File: src/rtl/boxavg_pkg.sv
package boxavg_pkg;
  parameter int BA_SAMPLE_W = 8;
  parameter int BA_LANES    = 4;
  parameter int BA_MAX_LOG  = 8;
  parameter int BA_LOG_W    = 4;

  typedef enum logic {
    PH_DROP = 1'b0,
    PH_KEEP = 1'b1
  } halve_phase_e;
endpackage

File: src/rtl/boxavg_beat_sum.sv
module boxavg_beat_sum #(
  parameter int SAMPLE_W = 8,
  parameter int LANES    = 4,
  parameter int SUM_W    = 10
) (
  input  logic [LANES*SAMPLE_W-1:0] lanes_in,
  input  logic                      gain_en,
  output logic [SUM_W-1:0]          beat_sum
);
  logic [SAMPLE_W-1:0] scaled [LANES];

  for (genvar g = 0; g < LANES; g++) begin : g_lane
    logic [SAMPLE_W-1:0] raw;
    assign raw = lanes_in[g*SAMPLE_W +: SAMPLE_W];
    always_comb begin
      if (!gain_en) begin
        scaled[g] = raw;
      end else if (raw[SAMPLE_W-1]) begin
        scaled[g] = '1;
      end else begin
        scaled[g] = {raw[SAMPLE_W-2:0], 1'b0};
      end
    end
  end

  always_comb begin
    beat_sum = '0;
    for (int k = 0; k < LANES; k++) begin
      beat_sum = beat_sum + SUM_W'(scaled[k]);
    end
  end
endmodule

File: src/rtl/boxavg_window_acc.sv
module boxavg_window_acc #(
  parameter int SUM_W     = 10,
  parameter int ACC_W     = 16,
  parameter int LOG_W     = 4,
  parameter int MAX_LOG   = 8,
  parameter int LOG_LANES = 2
) (
  input  logic             clk,
  input  logic             rst_n,
  input  logic             clear,
  input  logic             beat_en,
  input  logic [SUM_W-1:0] beat_sum,
  input  logic [LOG_W-1:0] log_win,
  output logic             win_done,
  output logic [ACC_W-1:0] win_total
);
  localparam int CNT_W = MAX_LOG - LOG_LANES;

  logic [ACC_W-1:0] acc_q, acc_d;
  logic [CNT_W-1:0] cnt_q, cnt_d;
  logic [CNT_W:0]   span;
  logic             last_beat;

  always_comb begin
    span      = (CNT_W+1)'(1) << (log_win - LOG_W'(LOG_LANES));
    last_beat = (cnt_q == CNT_W'(span - 1'b1));
    win_total = acc_q + ACC_W'(beat_sum);
    win_done  = beat_en && last_beat;
  end

  always_comb begin
    acc_d = acc_q;
    cnt_d = cnt_q;
    if (clear) begin
      acc_d = '0;
      cnt_d = '0;
    end else if (beat_en) begin
      if (last_beat) begin
        acc_d = '0;
        cnt_d = '0;
      end else begin
        acc_d = win_total;
        cnt_d = cnt_q + 1'b1;
      end
    end
  end

  always_ff @(posedge clk or negedge rst_n) begin
    if (!rst_n) begin
      acc_q <= '0;
      cnt_q <= '0;
    end else begin
      acc_q <= acc_d;
      cnt_q <= cnt_d;
    end
  end
endmodule

File: src/rtl/boxavg_out_stage.sv
module boxavg_out_stage
  import boxavg_pkg::*;
#(
  parameter int ACC_W   = 16,
  parameter int LOG_W   = 4,
  parameter int MAX_LOG = 8
) (
  input  logic             clk,
  input  logic             rst_n,
  input  logic             clear,
  input  logic             win_done,
  input  logic [ACC_W-1:0] win_total,
  input  logic [LOG_W-1:0] log_win,
  input  logic             halve,
  output logic             out_valid,
  output logic [ACC_W-1:0] out_avg
);
  halve_phase_e     phase_q, phase_d;
  logic             valid_d;
  logic [ACC_W-1:0] avg_d;
  logic             emit;

  always_comb begin
    emit    = win_done && (!halve || (phase_q == PH_KEEP));
    valid_d = emit;
    avg_d   = emit ? (win_total << (LOG_W'(MAX_LOG) - log_win)) : out_avg;
    phase_d = phase_q;
    if (clear) begin
      phase_d = PH_DROP;
    end else if (win_done) begin
      phase_d = (phase_q == PH_DROP) ? PH_KEEP : PH_DROP;
    end
  end

  always_ff @(posedge clk or negedge rst_n) begin
    if (!rst_n) begin
      phase_q   <= PH_DROP;
      out_valid <= 1'b0;
      out_avg   <= '0;
    end else begin
      phase_q   <= phase_d;
      out_valid <= valid_d;
      out_avg   <= avg_d;
    end
  end
endmodule

File: src/rtl/boxavg_decimator.sv
module boxavg_decimator
  import boxavg_pkg::*;
#(
  parameter int SAMPLE_W = BA_SAMPLE_W,
  parameter int LANES    = BA_LANES,
  parameter int MAX_LOG  = BA_MAX_LOG,
  parameter int LOG_W    = BA_LOG_W
) (
  input  logic                        clk,
  input  logic                        rst_n,
  input  logic                        restart,
  input  logic [LOG_W-1:0]            cfg_log_win,
  input  logic                        cfg_gain2x,
  input  logic                        cfg_halve,
  input  logic                        in_valid,
  input  logic [LANES*SAMPLE_W-1:0]   in_samples,
  output logic                        out_valid,
  output logic [SAMPLE_W+MAX_LOG-1:0] out_avg,
  output logic                        cfg_illegal
);
  localparam int LOG_LANES = $clog2(LANES);
  localparam int SUM_W     = SAMPLE_W + LOG_LANES;
  localparam int ACC_W     = SAMPLE_W + MAX_LOG;

  logic [LOG_W-1:0] log_q, log_d;
  logic             gain_q, gain_d;
  logic             halve_q, halve_d;
  logic             illegal_q, illegal_d;
  logic             beat_en;
  logic [SUM_W-1:0] beat_sum;
  logic             win_done;
  logic [ACC_W-1:0] win_total;

  // configuration capture: next state
  always_comb begin
    log_d     = log_q;
    gain_d    = gain_q;
    halve_d   = halve_q;
    illegal_d = illegal_q;
    if (restart) begin
      log_d     = cfg_log_win;
      gain_d    = cfg_gain2x;
      halve_d   = cfg_halve;
      illegal_d = (cfg_log_win < LOG_W'(LOG_LANES)) ||
                  (cfg_log_win > LOG_W'(MAX_LOG));
    end
  end

  always_ff @(posedge clk or negedge rst_n) begin
    if (!rst_n) begin
      log_q     <= LOG_W'(LOG_LANES);
      gain_q    <= 1'b0;
      halve_q   <= 1'b0;
      illegal_q <= 1'b0;
    end else begin
      log_q     <= log_d;
      gain_q    <= gain_d;
      halve_q   <= halve_d;
      illegal_q <= illegal_d;
    end
  end

  assign beat_en     = in_valid && !restart && !illegal_q;
  assign cfg_illegal = illegal_q;

  boxavg_beat_sum #(
    .SAMPLE_W(SAMPLE_W), .LANES(LANES), .SUM_W(SUM_W)
  ) i_beat_sum (
    .lanes_in(in_samples), .gain_en(gain_q), .beat_sum(beat_sum)
  );

  boxavg_window_acc #(
    .SUM_W(SUM_W), .ACC_W(ACC_W), .LOG_W(LOG_W),
    .MAX_LOG(MAX_LOG), .LOG_LANES(LOG_LANES)
  ) i_window_acc (
    .clk(clk), .rst_n(rst_n), .clear(restart), .beat_en(beat_en),
    .beat_sum(beat_sum), .log_win(log_q),
    .win_done(win_done), .win_total(win_total)
  );

  boxavg_out_stage #(
    .ACC_W(ACC_W), .LOG_W(LOG_W), .MAX_LOG(MAX_LOG)
  ) i_out_stage (
    .clk(clk), .rst_n(rst_n), .clear(restart), .win_done(win_done),
    .win_total(win_total), .log_win(log_q), .halve(halve_q),
    .out_valid(out_valid), .out_avg(out_avg)
  );
endmodule

File: config.mk
export PLATFORM = sky130hd
export DESIGN_NAME = boxavg_decimator
export DESIGN_NICKNAME = d
export VERILOG_FILES = /design/src/rtl/boxavg_pkg.sv /design/src/rtl/boxavg_beat_sum.sv /design/src/rtl/boxavg_window_acc.sv /design/src/rtl/boxavg_out_stage.sv /design/src/rtl/boxavg_decimator.sv
export SDC_FILE = /design/constraint.sdc
export NUM_CORES = 1
export LEC_CHECK = 0
export BUFFER_PORTS_ARGS = -buffer_cell sky130_fd_sc_hd__buf_4
export CELL_PAD_IN_SITES_DETAIL_PLACEMENT = 1
export CELL_PAD_IN_SITES_GLOBAL_PLACEMENT = 2
export CORE_ASPECT_RATIO = 1.25
export CORE_MARGIN = 10
export CORE_UTILIZATION = 36
export CTS_CLUSTER_SIZE = 24
export DETAILED_ROUTE_END_ITERATION = 7
export PLACE_DENSITY = 0.79
export SYNTH_ARGS = -nofsm -noshare
export SYNTH_HDL_FRONTEND = slang
export SYNTH_SLANG_ARGS = --single-unit
File: constraint.sdc
create_clock -name clk -period 8.3 [get_ports clk]
set_input_delay 0.83 -clock clk [delete_from_list [all_inputs] [get_ports clk]]
set_output_delay 0.83 -clock clk [all_outputs]
set_load 0.02 [all_outputs]
Word level (Yosys, flattened, before mapping) --
Index checks and enable logic that the tools add are counted. Widths: inputs -> output; s select.
Storage, ports and cells: register bits after elaboration 47, output and inout port bits 18, word-level logic and storage cells 50
Operators by class: $add $sub $neg 8, $lt $le $gt $ge 2, eq/ne operators 1, shift operators 2, multiplexer cells 17, reductions and logical operators 11
Operators with widths (number):
- $mux 8 | 8
- $mux 16 | 3
- $add 10x8->10 | 2
- $mux 6 | 3
- $add 16x10->16 | 1
- $shl 16x4->16 | 1
- $add 8x8->9 | 1
- $add 6x1->6 const B | 1
- $eq 6x6->1 | 1
- $shl 1x4->6 const A | 1
- $sub 6x1->6 const B | 1
- $gt 4x4->1 const B | 1
- $logic_and 1x1->1 | 4
- $lt 4x2->1 const B | 1
- $reduce_bool 2->1 | 2
- $sub 4x2->4 const B | 1
- $sub 4x4->4 const A | 1
- $logic_not 1->1 | 3
- $mux 1 | 3
- $logic_or 1x1->1 | 2

Depth between registers and ports, before layout --
Gate-level depths: netlist (run 1).
word-level depth 9, mapped depth 29, gate-level depth less buffers 27

By module --
A second synthesis (run 1) with hierarchy kept.
Second synthesis, totals: cell total of the unflattened synthesis 453, area total of the unflattened synthesis 4500.6 µm²
Modules (own cells, without submodules):
- boxavg_window_acc | times used 1, cells each 186, area an instance 1778.0 µm²
- boxavg_out_stage | times used 1, cells each 117, area an instance 1355.0 µm²
- boxavg_beat_sum | times used 1, cells each 131, area an instance 1078.5 µm²
- boxavg_decimator | times used 1, cells each 19, area an instance 289.0 µm²

Least setup slack after synthesis (run 1) --
OpenSTA, ideal clock, no wires.
path kind input to register, start point input in_samples[15], end point register i_out_stage.out_avg[13], setup time 0.077 ns, arrival time 5.745 ns, required time 8.223 ns, slack 2.478 ns, stages on the path 25, path buffers 2, cells stage by stage nand2b_1 -> o22a_1 -> inv_1 -> fa_1 -> xor2_1 -> fa_1 -> inv_1 -> ha_1 -> a21o_1 -> a21oi_1 -> o21bai_1 -> a21oi_1 -> o21bai_1 -> a21oi_1 -> xnor2_1 -> ha_1 -> clkbuf_1 -> and4_1 -> buf_2 -> a31o_2 -> and2_2 -> xnor2_1 -> mux4_2 -> and3_1 -> a21oi_1
Between the ends: cells in the longest elaborated chain, start to end 7
Ends and longest elaborated chain:
- start, declared | line boxavg_decimator.sv:16 | input logic [LANES*SAMPLE_W-1:0] in_samples,
- $mux 8 | line boxavg_beat_sum.sv:18 | end else if (raw[SAMPLE_W-1]) begin
- $mux 8 (*) | line boxavg_beat_sum.sv:16 | if (!gain_en) begin
- $add 8x8->9 (*) | line boxavg_beat_sum.sv:29 | beat_sum = beat_sum + SUM_W'(scaled[k]);
- $add 10x8->10 (*) (2 in series) | line boxavg_beat_sum.sv:29
- $add 16x10->16 (*) | line boxavg_window_acc.sv:27 | win_total = acc_q + ACC_W'(beat_sum);
- $shl 16x4->16 (*) | line boxavg_out_stage.sv:26 | avg_d = emit ? (win_total << (LOG_W'(MAX_LOG) - log_win)) : out_avg;
- end signal, assigned | line boxavg_out_stage.sv:43 | out_avg <= avg_d;
- end, declared | line boxavg_out_stage.sv:16 | output logic [ACC_W-1:0] out_avg
Every way passes the cells marked *; elsewhere a longest branch is shown, timed or not. A chain may end at the register's enable or synchronous reset.

Worst setup path after layout (run 1) --
start point register gain_q, end point register i_out_stage.out_avg[14]
Between the ends: cells in the longest elaborated chain, start to end 6
Ends and longest elaborated chain:
- start, declared | line boxavg_decimator.sv:26 | logic gain_q, gain_d;
- start signal, assigned | line boxavg_decimator.sv:57 | gain_q <= gain_d;
- $mux 8 | line boxavg_beat_sum.sv:16
- $add 8x8->9 | line boxavg_beat_sum.sv:29
- $add 10x8->10 | line boxavg_beat_sum.sv:29
- $add 10x8->10 (*) | line boxavg_beat_sum.sv:29
- $add 16x10->16 (*) | line boxavg_window_acc.sv:27
- $shl 16x4->16 (*) | line boxavg_out_stage.sv:26
Marks and branches as above.

==> impl_results.md, run 1 <==
- Result of the run: finished, final reports clean
- Total number of vias: around 4500
- Least-Margin Pin Slew: ~1.1 ns
- Number of vias per cell: roughly 5.7
- Clock buffer count from CTS: 5
- Clock input transition at the sequential cells of the worst setup and hold paths: ~0.070 ns
- Sinks on the clock net: 47
- Register-to-register setup slack: between 1 and 1.5 ns
- Post_cts resized: 0
- Final hold violations: 0
- Final wirelength: 15.41 mm
- Worst flop-to-flop path endpoint: i_out_stage.out_avg[14]
- Total negative slack: 0 ns
- Data arrival time of the critical path: between 7 and 8 ns
- Floorplan core area: around 13000 µm²
- Number of fill cells in the layout: about 1600
- Share of synthesized registers carrying an async set or reset: 100.0%
- Design area: between 5000 and 6000 µm²
- Portion of synthesized cell area occupied by the leading cell type: between 20% and 30%
- Synth Warn #: 0
- Number of buffers added to fix hold violations after cts: 0
- Worst-case clock skew: between 0.006 and 0.007 ns
- Power per Cell Area: slightly below 400 nW/µm²
- Share of cells above drive strength 1: between 15 and 20%
- Mean post-synth cell area: around 8.4 µm²
- Path class of the lowest-slack min-delay path: register to register
- Total grt overflow: 0
- Number of nets at the end of the flow: slightly above 700
- IO Pins: 60
- Leakage power summed over all cells: 2.484 nW
- Wire length per cell: 19.58 µm
- Worst Hold Slack: a little under 0.5 ns
- Mapped Area: between 4000 and 5000 µm²
- Die outline area: about 18000 µm²
- Fraction of the cycle the final worst path needs: approximately 83%
- Remaining design rule violation count: 0
- Setup Buffers After CTS: 0
- N_diodes: 0
- Number of nets in the synthesized netlist: 665
- Last weighted congestion value of the routability-driven placer: 0.8638
- GRT Resource Usage Total: 16.84%
- Dominant synthesized flop cell: dfrtp_1
- VDD IR max: 0.1803 mV
- Number of synthesized register bits: between 40 and 50
- Remaining antenna violation count after routing: 0
- Critical-path cell with the highest stage delay: dfrtp_1
- Number of synthesized flops with an enable pin: 0
- Largest net degree at the start of global routing: between 40 and 50
- Maximum achievable frequency: approximately 150 MHz
- Final HPWL DP: approximately 12 mm
- Most area-consuming cells after synthesis: dfrtp_1 (24%), ha_1 (9.1%), fa_1 (4.6%)
- Post-synthesis to final-layout area growth: 14.87%
- H-tree level count: 2
- Setup crit end kind: register
- Insertion delay to the later sink of the worst-skew pair: roughly 0.3 ns
- CTS tree: done
- Number of instances in the synthesized netlist: 577
- Startpoint Class: register
- Y dimension of the die: 149.5 µm
- Sequential area share after synthesis: 24.38%
- Setup repair after global routing missed its margin: false
- Cell accounting for the most synthesized area: dfrtp_1
- Die span in x: roughly 120 µm
- Type of the setup path with the least slack: register to register
- Pins Over Slew Limit: 0
- Cell variety after synth: 78
- Required time at the endpoint of the critical path: roughly 8.5 ns
- Max capacitance violation total: 0
- Number of global-route vias before repair: around 4800
- Drt first-iter violations: about 230
- Placed cell areas: roughly 5400 µm²
- Number of rows in the core area: 47
- Antenna violations before repair: 0
- Top cell by count, worst path: inv_1
- Critical path's largest stage delay: 0.54 ns
- Launch point of the critical path: gain_q
- Count of TritonRoute iterations in the first routing pass: 4
- Initial Util: approximately 37%
- Number of endpoints failing setup at the final stage: 0
- Critical-path maximum fanout: 26
- Reg-to-reg startpoint: gain_q
- Global-route wire length before repair: 25.10 mm
- Root Driver: clkbuf_16
- Number of cells on the worst reg-to-reg path: 26
- Worst relative slew slack: a little over a quarter
- Port-buffer cells: 59
- Final critical path time including I/O delays and setup: a little under 7 ns
- CP Capture Point: i_out_stage.out_avg[14]
- Number of buffers on the longest clock path: 2
## worst min-delay path by stage
| stage | start | cells past startpoint | endpoint |
|---|---|---|---|
| floorplan | i_window_acc.acc_q[4] | 2 | i_window_acc.acc_q[4] |
| global placement | i_out_stage.out_avg[14] | 2 | i_out_stage.out_avg[14] |
| detailed placement | i_out_stage.out_avg[1] | 2 | i_out_stage.out_avg[1] |
| CTS | i_out_stage.out_avg[1] | 2 | i_out_stage.out_avg[1] |
| global route | i_window_acc.acc_q[15] | 1 | i_window_acc.acc_q[15] |
| finish | i_out_stage.out_avg[1] | 2 | i_out_stage.out_avg[1] |
## critical path, delay by kind of cell, from the launching register on
family          cells  cell delay, ns
buf+inv             5            0.61
xor+xnor            1            0.13
fa+ha+maj           6            2.12
mux                 1            0.37
simple gates        3            0.68
compound gates     10            2.25
flops               1            0.54
## cell families (layout without fill, tap and decap cells)
group,count (synthesis),in the layout,share of synthesized area [%]
compound gates,188,188,27.41
xor+xnor,32,32,5.959
fa+ha+maj,46,46,13.63
buf+inv,77,116,6.451
flops,47,47,24.38
mux,17,17,4.326
simple gates,170,170,17.85
## synthesized netlist by cell type (16+ instances only)
cell and number:
dfrtp_1 46, inv_1 43, nand2_1 57, o22ai_1 16, clkbuf_1 24, xnor2_1 21, o21ai_0 31, ha_1 35
nor2_1 32, a21oi_1 33
## stage by stage
step / setup slack (ns) / power [W] / utilization (%) / instances
3_5_place_dp: 1.389 / 0.001961 / 40.88 / 780
6_report: 1.445 / 0.002207 / 42.12 / 787
5_1_grt: 0.8992 / 0.002392 / 42.12 / 787
3_3_place_gp: 1.518 / 0.001937 / 40.88 / 780
4_1_cts: 1.486 / 0.002206 / 42.12 / 787
2_1_floorplan: 2.478 / 0.001539 / - / 577
## sequential cells by signal, summed over array words and instances, names as in the netlist
register / count
gain_q: 1
i_window_acc.acc_q: 16
cfg_illegal: 1
i_out_stage.phase_q: 1
halve_q: 1
i_window_acc.cnt_q: 6
log_q: 4
i_out_stage.out_valid: 1
i_out_stage.out_avg: 16
## layer usage
| metal | vias to the layer above | global-route usage, % | wire length, µm | part of all wire (%) |
|---|---|---|---|---|
| met2 | 71 | 31.13 | 8432 | 55 |
| met4 | 0 | 5.601 | 323 | 2.1 |
| li1 | 2181 | - | - | - |
| met3 | 17 | 1.922 | 411 | 2.7 |
| met1 | 2224 | 19.34 | 6246 | 41 |
| met5 | - | 0 | 0 | 0 |
## cell usage in the layout (no fill, tap or decap), types with 4 or more instances in the layout
cell	netlist	routed
buf_4	2	65
nand2_1	57	57
dfrtp_1	46	46
inv_1	43	43
ha_1	35	35
a21oi_1	33	33
nor2_1	32	32
o21ai_0	31	31
xnor2_1	21	21
o22ai_1	16	16
nand2b_1	13	13
o22a_1	13	13
nand3_1	13	13
a31oi_1	12	12
fa_1	11	11
a21o_1	10	10
xor2_1	10	10
o211ai_1	9	9
nor3_1	9	9
mux2_2	8	8
a211oi_1	8	8
and3_1	7	7
a22o_1	7	7
nor2b_1	6	6
o21bai_1	6	6
mux2i_1	6	6
and2_1	5	5
or3_1	5	5
o31ai_1	5	5
clkbuf_16	0	5
o21a_1	4	4
## power by group
part           switching [W]  internal [W]
combinational        0.00104      0.000656
sequential         0.0000270      0.000255
clock              0.0000928      0.000141
## cell type report
cell class | count | area [µm²] | area share [%]
Tap cell | 171 | 214.0 | 3.857
Clock buffer | 5 | 125.1 | 2.255
Inverter | 44 | 165.2 | 2.977
Clock inverter | 2 | 37.54 | 0.6766
Timing Repair Buffer | 65 | 488.0 | 8.796
Multi-Input combinational cell | 453 | 3341 | 60.22
Sequential cell | 47 | 1177 | 21.22
No activity file was read; power rests on OpenSTA's default activity.
==> inputs of run 2 (changes only) <==
==> constraint.sdc (replaced) <==
create_clock -name clk -period 7.14 [get_ports clk]
set_input_delay 0.714 -clock clk [delete_from_list [all_inputs] [get_ports clk]]
set_output_delay 0.714 -clock clk [all_outputs]
set_load 0.02 [all_outputs]
==> impl_results.md, run 2 (synthesis gave the netlist of run 1 again) <==
- Result of the run: finished, final reports clean (unchanged)
- Number of global-route vias before repair: 4707 (was 4827)
- CTS tree: done (unchanged)
- Final wirelength: 15.46 mm (was 15.41 mm)
- Post-synthesis to final-layout area growth: 14.82% (was 14.87%)
- Clock input transition at the sequential cells of the worst setup and hold paths: 0.07 ns (about the same)
- Register-to-register setup slack: 0.68 ns (was 1.44 ns)
- Remaining antenna violation count after routing: 0 (unchanged)
- Number of nets at the end of the flow: 704 (unchanged)
- Least-Margin Pin Slew: 1.064 ns (was 1.090 ns)
- Max capacitance violation total: 0 (unchanged)
- Reg-to-reg startpoint: gain_q (unchanged)
- Total negative slack: 0 ns (unchanged)
- Final hold violations: 0 (unchanged)
- Critical-path maximum fanout: 20 (was 26)
- Largest net degree at the start of global routing: 48 (unchanged)
- Root Driver: clkbuf_16 (unchanged)
- Power per Cell Area: 461.4 nW/µm² (was 397.7 nW/µm²)
- Worst setup timing slack at the placement stage: 0.4206 ns (was 1.389 ns)
- Number of fill cells in the layout: 1617 (was 1627)
- Drt first-iter violations: 233 (was 225)
- DP Cell Count: 779 (was 780)
- Die span in x: 123.6 µm (unchanged)
- Path class of the lowest-slack min-delay path: input pin to async pin (was register to register)
- Final HPWL DP: 12.36 mm (about the same)
- Final critical path time including I/O delays and setup: 6.460 ns (was 6.855 ns)
- H-tree level count: 2 (unchanged)
- Launch point of the critical path: gain_q (unchanged)
- Worst-case clock skew: 0.005428 ns (was 0.006862 ns)
- Number of endpoints failing setup at the final stage: 0 (unchanged)
- Number of buffers added to fix hold violations after cts: 0 (unchanged)
- Non-filler instance count after layout: 788 (was 787)
- Number of rows in the core area: 47 (unchanged)
- Registers with the highest flip-flop counts: i_out_stage.out_avg: 16 flops, i_window_acc.acc_q: 16 flops, i_window_acc.cnt_q: 6 flops (unchanged)
- Share of cells above drive strength 1: 16.69% (was 16.40%)
- Total grt overflow: 0 (unchanged)
- Port-buffer cells: 59 (unchanged)
- Total number of vias: 4510 (was 4493)
- Antenna violations before repair: 0 (unchanged)
- Clock buffer count from CTS: 5 (unchanged)
- Global-route wire length before repair: 24.53 mm (was 25.10 mm)
- Y dimension of the die: 149.5 µm (unchanged)
- Count of TritonRoute iterations in the first routing pass: 4 (unchanged)
- IO Pins: 60 (unchanged)
- Number of buffers on the longest clock path: 2 (unchanged)
- Worst relative slew slack: 28.80% (was 27.12%)
- Maximum achievable frequency: 154.8 MHz (was 145.9 MHz)
- Initial Util: 36.66% (unchanged)
- Insertion delay to the later sink of the worst-skew pair: 0.30 ns (about the same)
- Sinks on the clock net: 47 (unchanged)
- Floorplan core area: 13170 µm² (unchanged)
- GRT Resource Usage Total: 16.50% (was 16.84%)
- Number of vias per cell: 5.723 (was 5.709)
- Leakage power summed over all cells: 2.481 nW (was 2.484 nW)
- Number of cells on the worst reg-to-reg path: 24 (was 26)
- Data arrival time of the critical path: 6.63 ns (was 7.02 ns)
- Last weighted congestion value of the routability-driven placer: 0.8603 (was 0.8638)
- VDD IR max: 0.1590 mV (was 0.1803 mV)
- N_diodes: 0 (unchanged)
- Commonest non-fill, non-tap cell in the layout: buf_4 (unchanged)
- Wire length per cell: 19.62 µm (was 19.58 µm)
- Startpoint Class: register (unchanged)
- Highest-count cells in the layout ignoring fill and taps: buf_4 (64), nand2_1 (57), dfrtp_1 (45) (was buf_4 (65), nand2_1 (57), dfrtp_1 (46))
- Pins Over Slew Limit: 0 (unchanged)
- Type of the setup path with the least slack: register to register (unchanged)
- Final setup slack of the worst path: 0.6802 ns (was 1.445 ns)
- Required time at the endpoint of the critical path: 7.31 ns (was 8.46 ns)
- Die outline area: 18480 µm² (unchanged)
- Fraction of the cycle the final worst path needs: 90.47% (was 82.60%)
- Setup crit end kind: register (unchanged)
- Remaining design rule violation count: 0 (unchanged)
- Setup repair after global routing missed its margin: false (unchanged)
==> run 2: path summary, 6_finish.rpt <==
| kind | endpoint |
|---|---|
| hold / removal | i_window_acc.cnt_q[0] |
| hold reg to reg | i_out_stage.out_avg[14] |
| min in group clk | i_out_stage.out_avg[14] |
| max in group asynchronous | gain_q |
| setup reg to reg | i_out_stage.out_avg[14] |
| setup / recovery | i_out_stage.out_avg[14] |
==> run 2: worst max-delay path, stage by stage (launching register included) <==
cell,delay (ns)
dfrtp_2,0.56
nand2b_1,0.21
o22a_1,0.23
ha_1,0.30
a21o_1,0.18
a21oi_1,0.22
o21ai_0,0.11
a21oi_1,0.27
xnor2_1,0.15
fa_1,0.55
inv_1,0.04
ha_1,0.32
a21oi_1,0.21
o21bai_1,0.08
a21oi_1,0.19
xnor2_1,0.17
ha_1,0.35
o21a_1,0.24
a21oi_1,0.34
o21bai_1,0.13
nor3_1,0.46
o221ai_1,0.18
a31o_2,0.26
a211oi_1,0.42
o31ai_1,0.13
==> run 2: layout make-up <==
type | instances | area, µm² | share of cell area [%]
clock buffer | 6 | 138.9 | 2.505
tap | 171 | 214.0 | 3.858
inverter | 44 | 165.2 | 2.978
timing repair buffer | 65 | 491.7 | 8.867
sequential | 47 | 1179 | 21.25
multi-input combinational | 453 | 3341 | 60.24
clock inverter | 2 | 16.27 | 0.2933
==> run 2: what timing repair did <==
action | 4_1_cts | 5_1_grt
setup buffers | 0 | 0
endpoints found under the setup margin | 0 | 1
gates resized for setup | 0 | 1
==> run 2: power breakdown <==
group          switching [W]  internal [W]  total, W
registers          0.0000350      0.000296  0.000331
clock network       0.000113      0.000140  0.000254
logic                0.00121      0.000762   0.00197
==> run 2: stage by stage <==
step                hold WS (ns)  util, %  area [µm²]  power, W
global route              0.4736    42.10        5545  0.002777
global placement          0.4699    40.82        5378  0.002251
CTS                       0.4731    42.00        5533  0.002560
detailed placement        0.4688    40.82        5378  0.002297
finish                    0.4230    42.10        5545  0.002559
floorplan                 0.4184        -        4830  0.001789
==> run 2: layer usage <==
metal / track usage [%] / part of all wire [%] / vias up
met5: 0 / 0 / -
met4: 5.718 / 2.5 / 0
met3: 1.998 / 3.3 / 25
met2: 30.79 / 54 / 94
met1: 18.53 / 40 / 2213
li1: - / - / 2178
